--- src/rtl/br_pkg.sv ---
package br_pkg;
   typedef enum logic [1:0] {
      BR_NONE   = 2'b00,
      BR_EQZ    = 2'b01,
      BR_NEZ    = 2'b10,
      BR_ALWAYS = 2'b11
   } br_kind_e;

   localparam int POL_DELAY  = 0;
   localparam int POL_SQUASH = 1;
   localparam int POL_CANCEL = 2;
endpackage

--- src/rtl/br_zero_test.sv ---
module br_zero_test
   import br_pkg::*;
#(
   parameter int XLEN = 32
) (
   input  br_kind_e          kind,
   input  logic [XLEN-1:0]   rs_val,
   output logic              is_branch,
   output logic              cond
);
   logic is_zero;

   assign is_zero   = (rs_val == '0);
   assign is_branch = (kind != BR_NONE);

   always_comb begin
      unique case (kind)
         BR_EQZ:    cond = is_zero;
         BR_NEZ:    cond = !is_zero;
         BR_ALWAYS: cond = 1'b1;
         default:   cond = 1'b0;
      endcase
   end
endmodule

--- src/rtl/br_target_add.sv ---
module br_target_add #(
   parameter int XLEN  = 32,
   parameter int OFS_W = 16
) (
   input  logic [XLEN-1:0]  base,
   input  logic [OFS_W-1:0] ofs,
   output logic [XLEN-1:0]  target
);
   localparam int EXT_W = XLEN - OFS_W;

   logic [XLEN-1:0] ofs_ext;

   assign ofs_ext = {{EXT_W{ofs[OFS_W-1]}}, ofs};
   assign target  = base + ofs_ext;
endmodule

--- src/rtl/br_redirect.sv ---
module br_redirect
   import br_pkg::*;
#(
   parameter int XLEN   = 32,
   parameter int POLICY = POL_SQUASH
) (
   input  logic            stall,
   input  logic            is_branch,
   input  logic            cond,
   input  logic            hint,
   input  logic [XLEN-1:0] hold_pc,
   input  logic [XLEN-1:0] seq_pc,
   input  logic [XLEN-1:0] target,
   output logic [XLEN-1:0] next_pc,
   output logic            kill,
   output logic            taken
);
   localparam logic KILL_ON_TAKEN = (POLICY == POL_SQUASH);
   localparam logic KILL_ON_MISS  = (POLICY == POL_CANCEL);

   logic miss;

   assign taken = !stall && cond;
   assign miss  = !stall && is_branch && (cond != hint);

   generate
      if (POLICY == POL_DELAY) begin : g_delay
         assign kill = 1'b0 & (taken | miss);
      end else begin : g_kill
         assign kill = (KILL_ON_TAKEN & taken) | (KILL_ON_MISS & miss);
      end
   endgenerate

   always_comb begin
      if (stall)      next_pc = hold_pc;
      else if (taken) next_pc = target;
      else            next_pc = seq_pc;
   end
endmodule

--- src/rtl/br_nextpc_unit.sv ---
module br_nextpc_unit
   import br_pkg::*;
#(
   parameter int              XLEN     = 32,
   parameter int              OFS_W    = 16,
   parameter int              ILEN     = 32,
   parameter int              POLICY   = POL_SQUASH,
   parameter logic [XLEN-1:0] RESET_PC = '0,
   parameter logic [ILEN-1:0] NOP_INSN = '0
) (
   input  logic             clk,
   input  logic             rst_n,
   input  logic             stall_i,
   input  logic [1:0]       br_kind_i,
   input  logic             br_hint_i,
   input  logic [XLEN-1:0]  rs_val_i,
   input  logic [XLEN-1:0]  dec_pc4_i,
   input  logic [OFS_W-1:0] br_ofs_i,
   input  logic [ILEN-1:0]  fetch_insn_i,
   output logic [XLEN-1:0]  fetch_pc_o,
   output logic [XLEN-1:0]  next_pc_o,
   output logic             kill_o,
   output logic             taken_o,
   output logic [ILEN-1:0]  ifid_insn_o
);
   localparam int STEP = ILEN / 8;

   generate
      if (OFS_W < 2 || OFS_W >= XLEN) begin : g_bad_ofs
         $error("br_nextpc_unit: OFS_W must lie in 2..XLEN-1");
      end
      if (ILEN < 8 || (ILEN % 8) != 0) begin : g_bad_ilen
         $error("br_nextpc_unit: ILEN must be a whole number of bytes");
      end
      if (POLICY < POL_DELAY || POLICY > POL_CANCEL) begin : g_bad_pol
         $error("br_nextpc_unit: POLICY must be 0, 1 or 2");
      end
   endgenerate

   logic [XLEN-1:0] pc_q;
   logic [ILEN-1:0] ifid_q;
   logic [XLEN-1:0] seq_pc;
   logic [XLEN-1:0] target;
   logic            is_branch;
   logic            cond;

   assign seq_pc = pc_q + XLEN'(STEP);

   br_zero_test #(.XLEN(XLEN)) u_zero (
      .kind      (br_kind_e'(br_kind_i)),
      .rs_val    (rs_val_i),
      .is_branch (is_branch),
      .cond      (cond)
   );

   br_target_add #(.XLEN(XLEN), .OFS_W(OFS_W)) u_tgt (
      .base   (dec_pc4_i),
      .ofs    (br_ofs_i),
      .target (target)
   );

   br_redirect #(.XLEN(XLEN), .POLICY(POLICY)) u_redir (
      .stall     (stall_i),
      .is_branch (is_branch),
      .cond      (cond),
      .hint      (br_hint_i),
      .hold_pc   (pc_q),
      .seq_pc    (seq_pc),
      .target    (target),
      .next_pc   (next_pc_o),
      .kill      (kill_o),
      .taken     (taken_o)
   );

   always_ff @(posedge clk) begin
      if (!rst_n) begin
         pc_q   <= RESET_PC;
         ifid_q <= NOP_INSN;
      end else if (!stall_i) begin
         pc_q   <= next_pc_o;
         ifid_q <= kill_o ? NOP_INSN : fetch_insn_i;
      end
   end

   assign fetch_pc_o  = pc_q;
   assign ifid_insn_o = ifid_q;
endmodule

--- config.mk ---
export PLATFORM = sky130hd
export DESIGN_NAME = br_nextpc_unit
export DESIGN_NICKNAME = d
export VERILOG_FILES = /design/src/rtl/br_pkg.sv /design/src/rtl/br_zero_test.sv /design/src/rtl/br_target_add.sv /design/src/rtl/br_redirect.sv /design/src/rtl/br_nextpc_unit.sv
export SDC_FILE = /design/constraint.sdc
export NUM_CORES = 1
export LEC_CHECK = 0
export ABC_CLOCK_PERIOD_IN_PS = 3200
export BUFFER_PORTS_ARGS = -buffer_cell sky130_fd_sc_hd__buf_2
export CORE_ASPECT_RATIO = 1.2
export CORE_UTILIZATION = 51
export CTS_BUF_LIST = sky130_fd_sc_hd__clkbuf_4 sky130_fd_sc_hd__clkbuf_8
export CTS_CLUSTER_SIZE = 24
export DETAILED_ROUTE_END_ITERATION = 12
export GPL_ROUTABILITY_DRIVEN = 0
export PLACE_DENSITY = 0.81
export SLEW_MARGIN = 15
export SYNTH_ARGS = -nofsm -noshare
export SYNTH_HDL_FRONTEND = slang
export SYNTH_HIERARCHICAL = 1
export SYNTH_SLANG_ARGS = --single-unit
--- constraint.sdc ---
create_clock -name clk -period 3.2 [get_ports clk]
set_clock_uncertainty 0.15 [all_clocks]
set_input_delay 0.16 -clock clk [delete_from_list [all_inputs] [get_ports clk]]
set_output_delay 0.16 -clock clk [all_outputs]
set_load 0.02 [all_outputs]
# ---- Word level (Yosys, flattened, before mapping)
# Index checks and enable logic that the tools add are counted.
dict set report totals {
  in_bits 118
  elab_cells 15
  reg_bits 64
  latchBits 0
  mem_bits_rw 0
  output_inout_bits 98
  rom_bits 0
  memories 0
}
dict set report op_classes {
  multipliers 0
  order_cmp 0
  bitwise 0
  mux 4
  eq_ne 3
  n_div 0
  n_reduce_logical 4
  shift 0
  n_addsub 2
}
# op count
set op_table {}
lappend op_table {{$mux 32} 3}
lappend op_table {{$add 32x3->32 const B} 1}
lappend op_table {{$add 32x32->32} 1}
lappend op_table {{$logic_not 32->1} 1}
lappend op_table {{$eq 2x2->1 const B} 2}
lappend op_table {{$pmux 1 s3} 1}
lappend op_table {{$eq 2x1->1 const B} 1}
lappend op_table {{$logic_not 1->1} 2}
lappend op_table {{$logic_and 1x1->1} 1}

# ---- Logic depth before layout (Yosys ltp)
# Gate-level depths: netlist of the first run.
dict set report depth {
  word_depth 6
  depth_mapped 13
  mapped_depth_nobuf 13
}

# ---- Cells and area by module
# The synthesis of the first run kept the hierarchy.
# module area_each_um2 cells_each instances
set modules_own_cells {}
lappend modules_own_cells {br_nextpc_unit 2905.3 291 1}
lappend modules_own_cells {br_target_add 1744.2 241 1}
lappend modules_own_cells {br_redirect 719.4 109 1}
lappend modules_own_cells {br_zero_test 90.1 13 1}

# ---- Worst setup path after synthesis of the first run
# No wires, ideal clock.
dict set report synth_timing {
  path_type {input -> register}
  startpoint {in dec_pc4_i[0]}
  endpoint {reg pc_q[26] (netlist: fetch_pc_o[26])}
  t_arrival_ps 2659
  slack_ps 326
  path_buffers 0
  required_time_ps 2984
  stages 13
  cell_sequence {ha_1 > fa_1 > a21o_1 > a31o_2 > nand3_1 > o221ai_1 > a311oi_1 > o21bai_1 > xor2_1 > mux2i_1 > o21ai_1 > mux2i_1 > nor2b_1}
}
dict set report synth_between {
  elab_chain_cells 3
}
# item line
set synth_lines {}
lappend synth_lines {{start, declared} br_nextpc_unit.sv:17} ;# input logic [XLEN-1:0] dec_pc4_i,
lappend synth_lines {{$add 32x32->32} br_target_add.sv:14} ;# assign target = base + ofs_ext;
lappend synth_lines {{named net target[26]} br_nextpc_unit.sv:43} ;# logic [XLEN-1:0] target;
lappend synth_lines {{$mux 32} br_redirect.sv:36} ;# else if (taken) next_pc = target;
lappend synth_lines {{$mux 32} br_redirect.sv:35} ;# if (stall) next_pc = hold_pc;
lappend synth_lines {{named net next_pc_o[26]} br_nextpc_unit.sv:21} ;# output logic [XLEN-1:0] next_pc_o,
lappend synth_lines {{end signal, assigned} br_nextpc_unit.sv:80} ;# pc_q <= next_pc_o;
lappend synth_lines {{end, declared} br_nextpc_unit.sv:40} ;# logic [XLEN-1:0] pc_q;
# The timed path passes the listed nets, and every way through them passes these cells.
# A chain may end at the register's enable or synchronous reset.

# ---- Worst setup path in the final report of the first run
dict set report layout_timing {
  startpoint {in dec_pc4_i[4]}
  endpoint {out next_pc_o[31]}
}
dict set report layout_between {
  elab_chain_cells 3
}
# item line
set layout_lines {}
lappend layout_lines {{$add 32x32->32} br_target_add.sv:14}
lappend layout_lines {{named net target[31]} br_nextpc_unit.sv:43}
lappend layout_lines {{$mux 32} br_redirect.sv:36}
lappend layout_lines {{$mux 32} br_redirect.sv:35}
lappend layout_lines {{end, declared} br_nextpc_unit.sv:21}
# The timed path passes the listed nets, and every way through them passes these cells.

==> out/metrics.yaml, run 1 <==
path_max_fanout: 6
r2r_end: "fetch_pc_o[30]$_SDFFE_PN0N_"
pwr_density_cell_nw_per_um2: 366
syn_avg_cell_area_um2: 8.35
path_class: "in -> out"
crit_path_end: "next_pc_o[31]"
grt_antenna_before_repair: 0
hp-class: "in -> reg"
numCtsBuffers: 9
grt_max_degree: 65
clock_sinks: 64
drtPass1Iterations: 5
period_share_pct: 94.5
cp-start-kind: "input port"
insertion_delay_ps: 360
grt_pass1_wl_um: 24400
cpMostUsedCell: "buf_2"
syn_to_final_growth_pct: 31.0
cts_root_buf: "clkbuf_8"
synth_nets: 804
drtIter0Drc: 218
layout.nets: 1034
startpoint: "dec_pc4_i[4]"
place_area_um2: 6600
worst_pin_slew_ps: 925
cts_tree: "yes"
worstPathArrival_ps: 2710
hold_viol_final: 0
rsz0062_at_grt: "no"
n_antenna_cell: 0
setup-tns-final_ps: 0
drv_slew: 0
synthesis.instances: 653
dieArea_um2: 11100
htree_levels: 3
seq_area_um2: 1280
maxCapViolCount: 0
port_buffers: 214
drive_gt1_share_pct: 30.9
relSlewSlack_pct: 38.3
finalCriticalPeriod_ps: 3020
drt_wl_total_um: 15500
synth_area_um2: 5450
wl_per_cell_um: 15.3
crit_required_ps: 2890
setup_viol: 0
p_leak_uw: 0.00343
clk_path_buf_depth: 2
grt_overflow: 0
crit_chain: "buf_2 -> ha_1 -> o211ai_1 -> o21ai_2 -> o21bai_4 -> a22oi_4 -> a311oi_4 -> o311a_1 -> or3_1 -> mux2i_1 -> o21ai_0 -> buf_2"
r2r_start: "fetch_pc_o[9]$_SDFFE_PN0N_"
drtAntennaViolNets: 0
final_cell_area_um2: 7140
via_per_inst: 5.59
drc: 0
critical-path-max-stage-delay_ps: 380
design.core.area_um2: 10500
multi_input_area_um2: 3940
fmax_ghz: 0.331
ir_drop_mv: 0.329
ys_warn_count: 6
place_hpwl_um: 11200
r2r_cells: 8
initial_utilization_pct: 52.1
mostFrequentLayoutCell: "buf_2"
grtUsageTotal_pct: 28.0
fill_cells: 872
layout_common_cells: "buf_2, mux2i_1, nor2b_1"
grt_pass1_vias: 5318
slowest_stage: "ha_1"
cts.clk_slew.worst_paths_ps: 70
die_w_um: 96.4
fp-row-count: 41
end_kind: "output port"
io_pins: 216
r2r_slack_ps: 670
die_y_um: 115
status: "completed"
vias: 5684
==> worst max-delay path, delay by kind of cell <==
kind	cells	cell delay [ps]
muxes	1	130
and+or+nand+nor	1	360
AOI/OAI and AO/OA	7	1400
buffers and inverters	2	290
adders and majority gates	1	380
==> per-layer routing <==
| layer | wire length [um] | GRT usage (%) |
|---|---|---|
| met2 | 7700 | 48.3 |
| met5 | 0 | 0 |
| met1 | 6670 | 33.9 |
| met4 | 315 | 11.1 |
| met3 | 847 | 5.29 |
==> power breakdown <==
part	leakage, uW	switching [uW]	internal, uW	total [uW]
Sequential	0.000523	52.0	839	891
Combinational	0.00281	557	435	992
Clock	0.0000925	362	366	728
==> timing repair <==
action	CTS	global route
buffers inserted	0	0
endpoints found under the hold margin	31	0
resized for setup	0	9
endpoints found under the setup margin	0	8
hold buffers	31	0
==> metrics by stage <==
stage                     hold WS [ps]  setup slack [ps]  power [uW]  std cells  util [%]
after CTS                         59.2              32.5        2610       1017      67.9
after floorplan                    176               326        1560        653         -
after global routing              80.7              8.86        2770       1017      68.3
after global placement             261              82.6        1830        970      63.0
final                             76.0               177        2610       1017      68.3
after detailed placement           272              63.9        1850        970      63.0
==> sequential cells by signal, indices dropped and copies added (netlist names) <==
register,count
ifid_insn_o,32
fetch_pc_o,32
==> how the worst min path moves through the flow <==
stage / startpoint / endpoint / slack [ps] / cells past startpoint
after floorplan: fetch_insn_i[0] / ifid_insn_o[0]$_SDFFE_PN0N_ / 180 / 2
after global placement: fetch_insn_i[5] / ifid_insn_o[5]$_SDFFE_PN0N_ / 260 / 3
after detailed placement: fetch_insn_i[24] / ifid_insn_o[24]$_SDFFE_PN0N_ / 270 / 3
after CTS: fetch_insn_i[30] / ifid_insn_o[30]$_SDFFE_PN0N_ / 60 / 4
after global routing: fetch_insn_i[30] / ifid_insn_o[30]$_SDFFE_PN0N_ / 80 / 4
final: fetch_insn_i[30] / ifid_insn_o[30]$_SDFFE_PN0N_ / 80 / 4
==> cell type report <==
cell class                 instances  area share (%)
multi-input combinational        539            55.1
timing repair buffer             261            21.4
sequential                        64            17.9
tap                              129            2.26
clock buffer                       9            1.73
clock inverter                     7            1.10
inverter                           8           0.420
(Power assumes the default switching activity.)
==> run 2: changes to the inputs <==
- CORE_MARGIN: not set -> 8
==> run 2 against run 1 <==
Cell area is 0.53% higher. Final cell count is 0.59% higher. Total power is 0.68% higher. Flip-flop and latch count stayed put. Routed wire length is 13% higher. Setup slack worse by 64 ps. Worst hold slack better by 17 ps. Critical path depth is 1 higher. Critical path type unchanged. Largest power group unchanged.
==> out/metrics.yaml, run 2 (synthesis results as in run 1) <==
status: "completed"
htree_levels: 3  # unchanged
wl_met3_um: 1610  # +90%
drtAntennaViolNets: 0  # unchanged
worst_pin_slew_ps: 931  # +5.76 ps
numCtsBuffers: 9  # unchanged
vias: 5717  # +0.58%
maxCapViolCount: 0  # unchanged
crit_chain: "buf_2 -> ha_1 -> fa_1 -> a21o_1 -> a31o_2 -> nand4_1 -> a21oi_2 -> a21oi_1 -> o21ai_0 -> xor2_1 -> mux2i_1 -> o21ai_1 -> buf_2"
grt_overflow: 0  # unchanged
via_per_inst: 5.59  # about the same
layout_common_cells: "buf_2, mux2i_1, nor2b_1"
port_buffers: 214  # unchanged
wl_met1_um: 6860  # +2.9%
top_layer_used: "met4"
period_share_pct: 96.5  # +2.0 points
ir_drop_mv: 0.291  # -12%
fp-row-count: 41  # unchanged
drtIter0Drc: 261  # +20%
cp-start-kind: "input port"
drive_gt1_share_pct: 31.4  # +0.58 points
crit_required_ps: 2890  # about the same
crit_path_end: "next_pc_o[28]"
path_buf_inv: 2  # unchanged
grt_pass1_vias: 5689  # +7.0%
path_class: "in -> out"
routed-wl-met2_um: 8640  # +12%
post-place-cells: 973  # +0.31%
pwr_density_cell_nw_per_um2: 366  # +0.15%
power_uw: 2630  # +0.68%
clk_path_buf_depth: 2  # unchanged
cpMostUsedCell: "buf_2"
hp-class: "in -> reg"
fill_cells: 876  # +0.46%
r2r_end: "fetch_pc_o[24]$_SDFFE_PN0N_"
io_pins: 216  # unchanged
grt_antenna_before_repair: 0  # unchanged
drc: 0  # unchanged
mostFrequentLayoutCell: "buf_2"
p_leak_uw: 0.00345  # +0.80%
holdWs_ps: 92.5  # +16.5 ps
critical-path-max-stage-delay_ps: 420  # +40 ps
final_cells: 1023  # +0.59%
design.core.area_um2: 10500  # unchanged
die_w_um: 110  # +15%
place_hpwl_um: 12800  # +14%
slowest_stage: "fa_1"
layout.nets: 1040  # +0.58%
cts_root_buf: "clkbuf_8"
initial_utilization_pct: 52.1  # unchanged
min_from: "fetch_insn_i[30]"
grt_max_degree: 67  # +3.1%
worstPathArrival_ps: 2780  # +70 ps
drt_wl_total_um: 17500  # +13%
hold_viol_final: 0  # unchanged
crit_family: "compound AO/OA/AOI/OAI gates"
finalCriticalPeriod_ps: 3090  # +63.7 ps
worst-path-stages: 13  # +1
die_y_um: 129  # +12%
grtUsageTotal_pct: 24.0  # -4.0 points
drv_slew: 0  # unchanged
r2r_cells: 10  # +2
end_kind: "output port"
relSlewSlack_pct: 37.9  # -0.38 points
cts_tree: "yes"
r2r_start: "fetch_pc_o[2]$_SDFFE_PN0N_"
insertion_delay_ps: 350  # about the same
clock_sinks: 64  # unchanged
dieArea_um2: 14300  # +28%
startpoint: "dec_pc4_i[0]"
wl_per_cell_um: 17.1  # +12%
setup_viol: 0  # unchanged
fmax_ghz: 0.324  # -2.1%
path_max_fanout: 4  # -2
grt_pass1_wl_um: 27700  # +14%
syn_to_final_growth_pct: 31.7
r2r_slack_ps: 720  # +50 ps
cts.clk_slew.worst_paths_ps: 70  # about the same
n_antenna_cell: 0  # unchanged
drtPass1Iterations: 7  # +2
run 2: cell types whose count changed in the layout (fill, tap and decap cells not counted), sizes merged:
cell / previous run / this run
buf: 229 / 235
run 2: final cells by class:
type	instances	area, um^2	share of cell area, %
multi-input cells	539	3940	54.9
repair buffers	267	1560	21.8
flip-flops and latches	64	1280	17.8
well taps	129	161	2.25
clock buffers	9	124	1.73
clock inverters	7	78.8	1.10
inverters	8	30.0	0.418
run 2: power by group:
group / leakage [uW] / switching, uW / internal (uW) / total, uW
clock network: 0.0000925 / 364 / 366 / 730
logic: 0.00284 / 570 / 438 / 1010
registers: 0.000523 / 51.0 / 839 / 890
run 2: worst min-delay path by stage:
stage	end	slack [ps]	cells past startpoint
after floorplan	ifid_insn_o[0]$_SDFFE_PN0N_	180	2
after global placement	ifid_insn_o[24]$_SDFFE_PN0N_	260	3
after detailed placement	ifid_insn_o[27]$_SDFFE_PN0N_	270	3
after CTS	ifid_insn_o[30]$_SDFFE_PN0N_	70	4
after global routing	ifid_insn_o[30]$_SDFFE_PN0N_	110	4
final	ifid_insn_o[30]$_SDFFE_PN0N_	90	4
run 2: worst register-to-register path, delay by kind of cell, from the launching register on:
family	cells	cell delay, ps
mux	2	190
simple gates	4	820
flops	1	450
compound gates	1	170
fa+ha+maj	1	240
buf+inv	1	210
xor+xnor	1	190
run 2: per-layer routing:
metal  up-vias  global-route usage (%)
li1       2836                       -
met5         -                       0
met3        34                    8.10
met1      2634                    26.7
met4         0                    9.03
met2       213                    41.2
run 2: per-stage QoR:
stage / instance area, um^2 / util, % / TNS, ps / worst slack [ps]
3_3_place_gp: 6610 / 63.1 / 0 / 99.4
6_report: 7180 / 68.6 / 0 / 113
2_1_floorplan: 5450 / - / 0 / 326
4_1_cts: 7120 / 68.0 / 0 / 69.8
5_1_grt: 7180 / 68.6 / -1.25 / -1.25
3_5_place_dp: 6610 / 63.1 / 0 / 86.7
run 2: repair_timing:
item | in CTS | in global routing
resized for setup | 0 | 9
setup buffers | 0 | 3
hold buffers | 31 | 0
endpoints found under the setup margin | 0 | 6
endpoints found under the hold margin | 31 | 0
==> run 3: changes to the inputs <==
- ABC_CLOCK_PERIOD_IN_PS: 3200 -> 3800
- CORE_UTILIZATION: 51 -> 55
- PLACE_DENSITY: 0.81 -> 0.87
- SETUP_SLACK_MARGIN: not set -> 0.15
- clock period: 3.2 -> 3.8 ns (I/O delays scaled with it)
==> run 3 against run 2 <==
Non-clock buffer count decreased by 19. Worst hold slack improved by 51 ps. Final cell count decreased by 2.2%. Routed wire length about the same. Utilization increased by 2.9 points. Highest routed layer unchanged. Register-to-register slack improved by 560 ps. Critical endpoint is now next_pc_o[26].
==> out/metrics.yaml, run 3 (synthesis results as in run 1) <==
grt_overflow: 0  # unchanged
cts_setup_buffers: 0  # unchanged
fp-row-count: 40  # -2.4%
final_util_pct: 71.5  # +2.9 points
grt_pass1_wl_um: 28100  # +1.5%
via_per_inst: 5.75  # +2.9%
fmax_ghz: 0.302
port_buffers: 214  # unchanged
drt_wl_total_um: 17500  # about the same
mostFrequentLayoutCell: "buf_2"
clock_sinks: 64  # unchanged
grt_antenna_before_repair: 1  # +1
place_hpwl_um: 12800  # -0.31%
die_w_um: 107  # -3.2%
setup-tns-final_ps: 0  # unchanged
relSlewSlack_pct: 39.3  # +1.4 points
grt_pass1_vias: 5702  # +0.23%
drtPass1Iterations: 5  # -2
path_max_fanout: 4  # unchanged
fill_cells: 774  # -12%
r2r_cells: 9  # -1
holdWs_ps: 144  # +51.1 ps
drive_gt1_share_pct: 29.1  # -2.4 points
finalCriticalPeriod_ps: 3310
path_class: "in -> out"
hp-class: "in -> reg"
wl_per_cell_um: 17.5  # +2.3%
drv_slew: 0  # unchanged
end_kind: "output port"
met3_usage_pct: 9.46  # +1.4 points
grt_max_degree: 69  # +3.0%
drc: 0  # unchanged
syn_to_final_growth_pct: 28.6
dieArea_um2: 13400  # -6.3%
maxCapViolCount: 0  # unchanged
grt-busiest-layer: "met2"
worstPathArrival_ps: 2970  # +190 ps
period_share_pct: 87.1
layout.nets: 1021  # -1.8%
r2r_slack_ps: 1280  # +560 ps
pwr_density_cell_nw_per_um2: 319  # -13%
status: "completed"
clk_path_buf_depth: 2  # unchanged
initial_utilization_pct: 55.6  # +3.5 points
drtIter0Drc: 336  # +29%
cts_tree: "yes"
cts.clk_slew.worst_paths_ps: 80  # about the same
vias: 5756  # +0.68%
die_y_um: 125  # -3.2%
io_pins: 216  # unchanged
insertion_delay_ps: 340  # about the same
p_leak_uw: 0.00337  # -2.4%
holdPathStages: 4  # unchanged
cts_root_buf: "clkbuf_8"
design.core.area_um2: 9810  # -6.3%
hold_viol_final: 0  # unchanged
rsz0062_at_grt: "no"
power_uw: 2240  # -15%
use_met2_pct: 44.7  # +3.6 points
setup_viol: 0  # unchanged
crit_required_ps: 3460  # +570 ps
met1_usage_pct: 26.6  # -0.082 points
layout_common_cells: "buf_2, mux2i_1, nor2b_1"
drtAntennaViolNets: 0  # unchanged
cp-start-kind: "input port"
numCtsBuffers: 9  # unchanged
worst_pin_slew_ps: 910  # -20.8 ps
ir_drop_mv: 0.278  # -4.5%
htree_levels: 3  # unchanged
grtUsageTotal_pct: 25.4  # +1.4 points
run 3: through the flow:
step / setup WS, ps / cell area [um^2] / cells
2_1_floorplan: 896 / 5450 / 653
3_3_place_gp: 561 / 6480 / 954
3_5_place_dp: 548 / 6480 / 954
4_1_cts: 535 / 7010 / 1000
5_1_grt: 247 / 7010 / 1001
6_report: 491 / 7010 / 1001
run 3: final cells by class:
| cell class | instances | area, um^2 | share of cell area (%) |
|---|---|---|---|
| clock inverter | 5 | 81.3 | 1.16 |
| sequential | 64 | 1280 | 18.3 |
| timing repair buffer | 248 | 1420 | 20.2 |
| multi-input combinational | 539 | 3900 | 55.7 |
| antenna | 1 | 2.50 | 0.0357 |
| clock buffer | 10 | 138 | 1.96 |
| inverter | 8 | 30.0 | 0.428 |
| tap | 126 | 158 | 2.25 |
run 3: per-layer routing:
metal	vias up	part of all wire (%)	routed length (um)
li1	2799	-	-
met1	2648	38	6700
met2	271	49	8560
met3	38	10	1810
met4	0	2.5	432
met5	-	0	0
run 3: what timing repair did:
item / CTS / global route
gates resized for setup: 0 / 0
setup endpoints to repair: 0 / 0
endpoints found under the hold margin: 31 / 0
hold buffers: 31 / 0
run 3: critical path, cell delays in order:
cell and delay, ps:
buf_2 100, ha_1 230, fa_1 420, a21o_1 220, a31o_2 280, nand3_1 100
o221ai_1 280, a311oi_1 370, o21bai_1 110, xor2_1 170, mux2i_1 110, o21ai_1 170
buf_2 200
run 3: power breakdown:
| group | internal, uW | switching [uW] |
|---|---|---|
| Combinational | 349 | 471 |
| Sequential | 707 | 44.9 |
| Clock | 384 | 283 |
run 3: worst paths after layout:
kind / to / startpoint
worst max-delay path: next_pc_o[26] / dec_pc4_i[0]
worst min-delay path: ifid_insn_o[30]$_SDFFE_PN0N_ / fetch_insn_i[30]
worst max register to register: fetch_pc_o[30]$_SDFFE_PN0N_ / fetch_pc_o[2]$_SDFFE_PN0N_
worst min register to register: ifid_insn_o[30]$_SDFFE_PN0N_ / ifid_insn_o[30]$_SDFFE_PN0N_
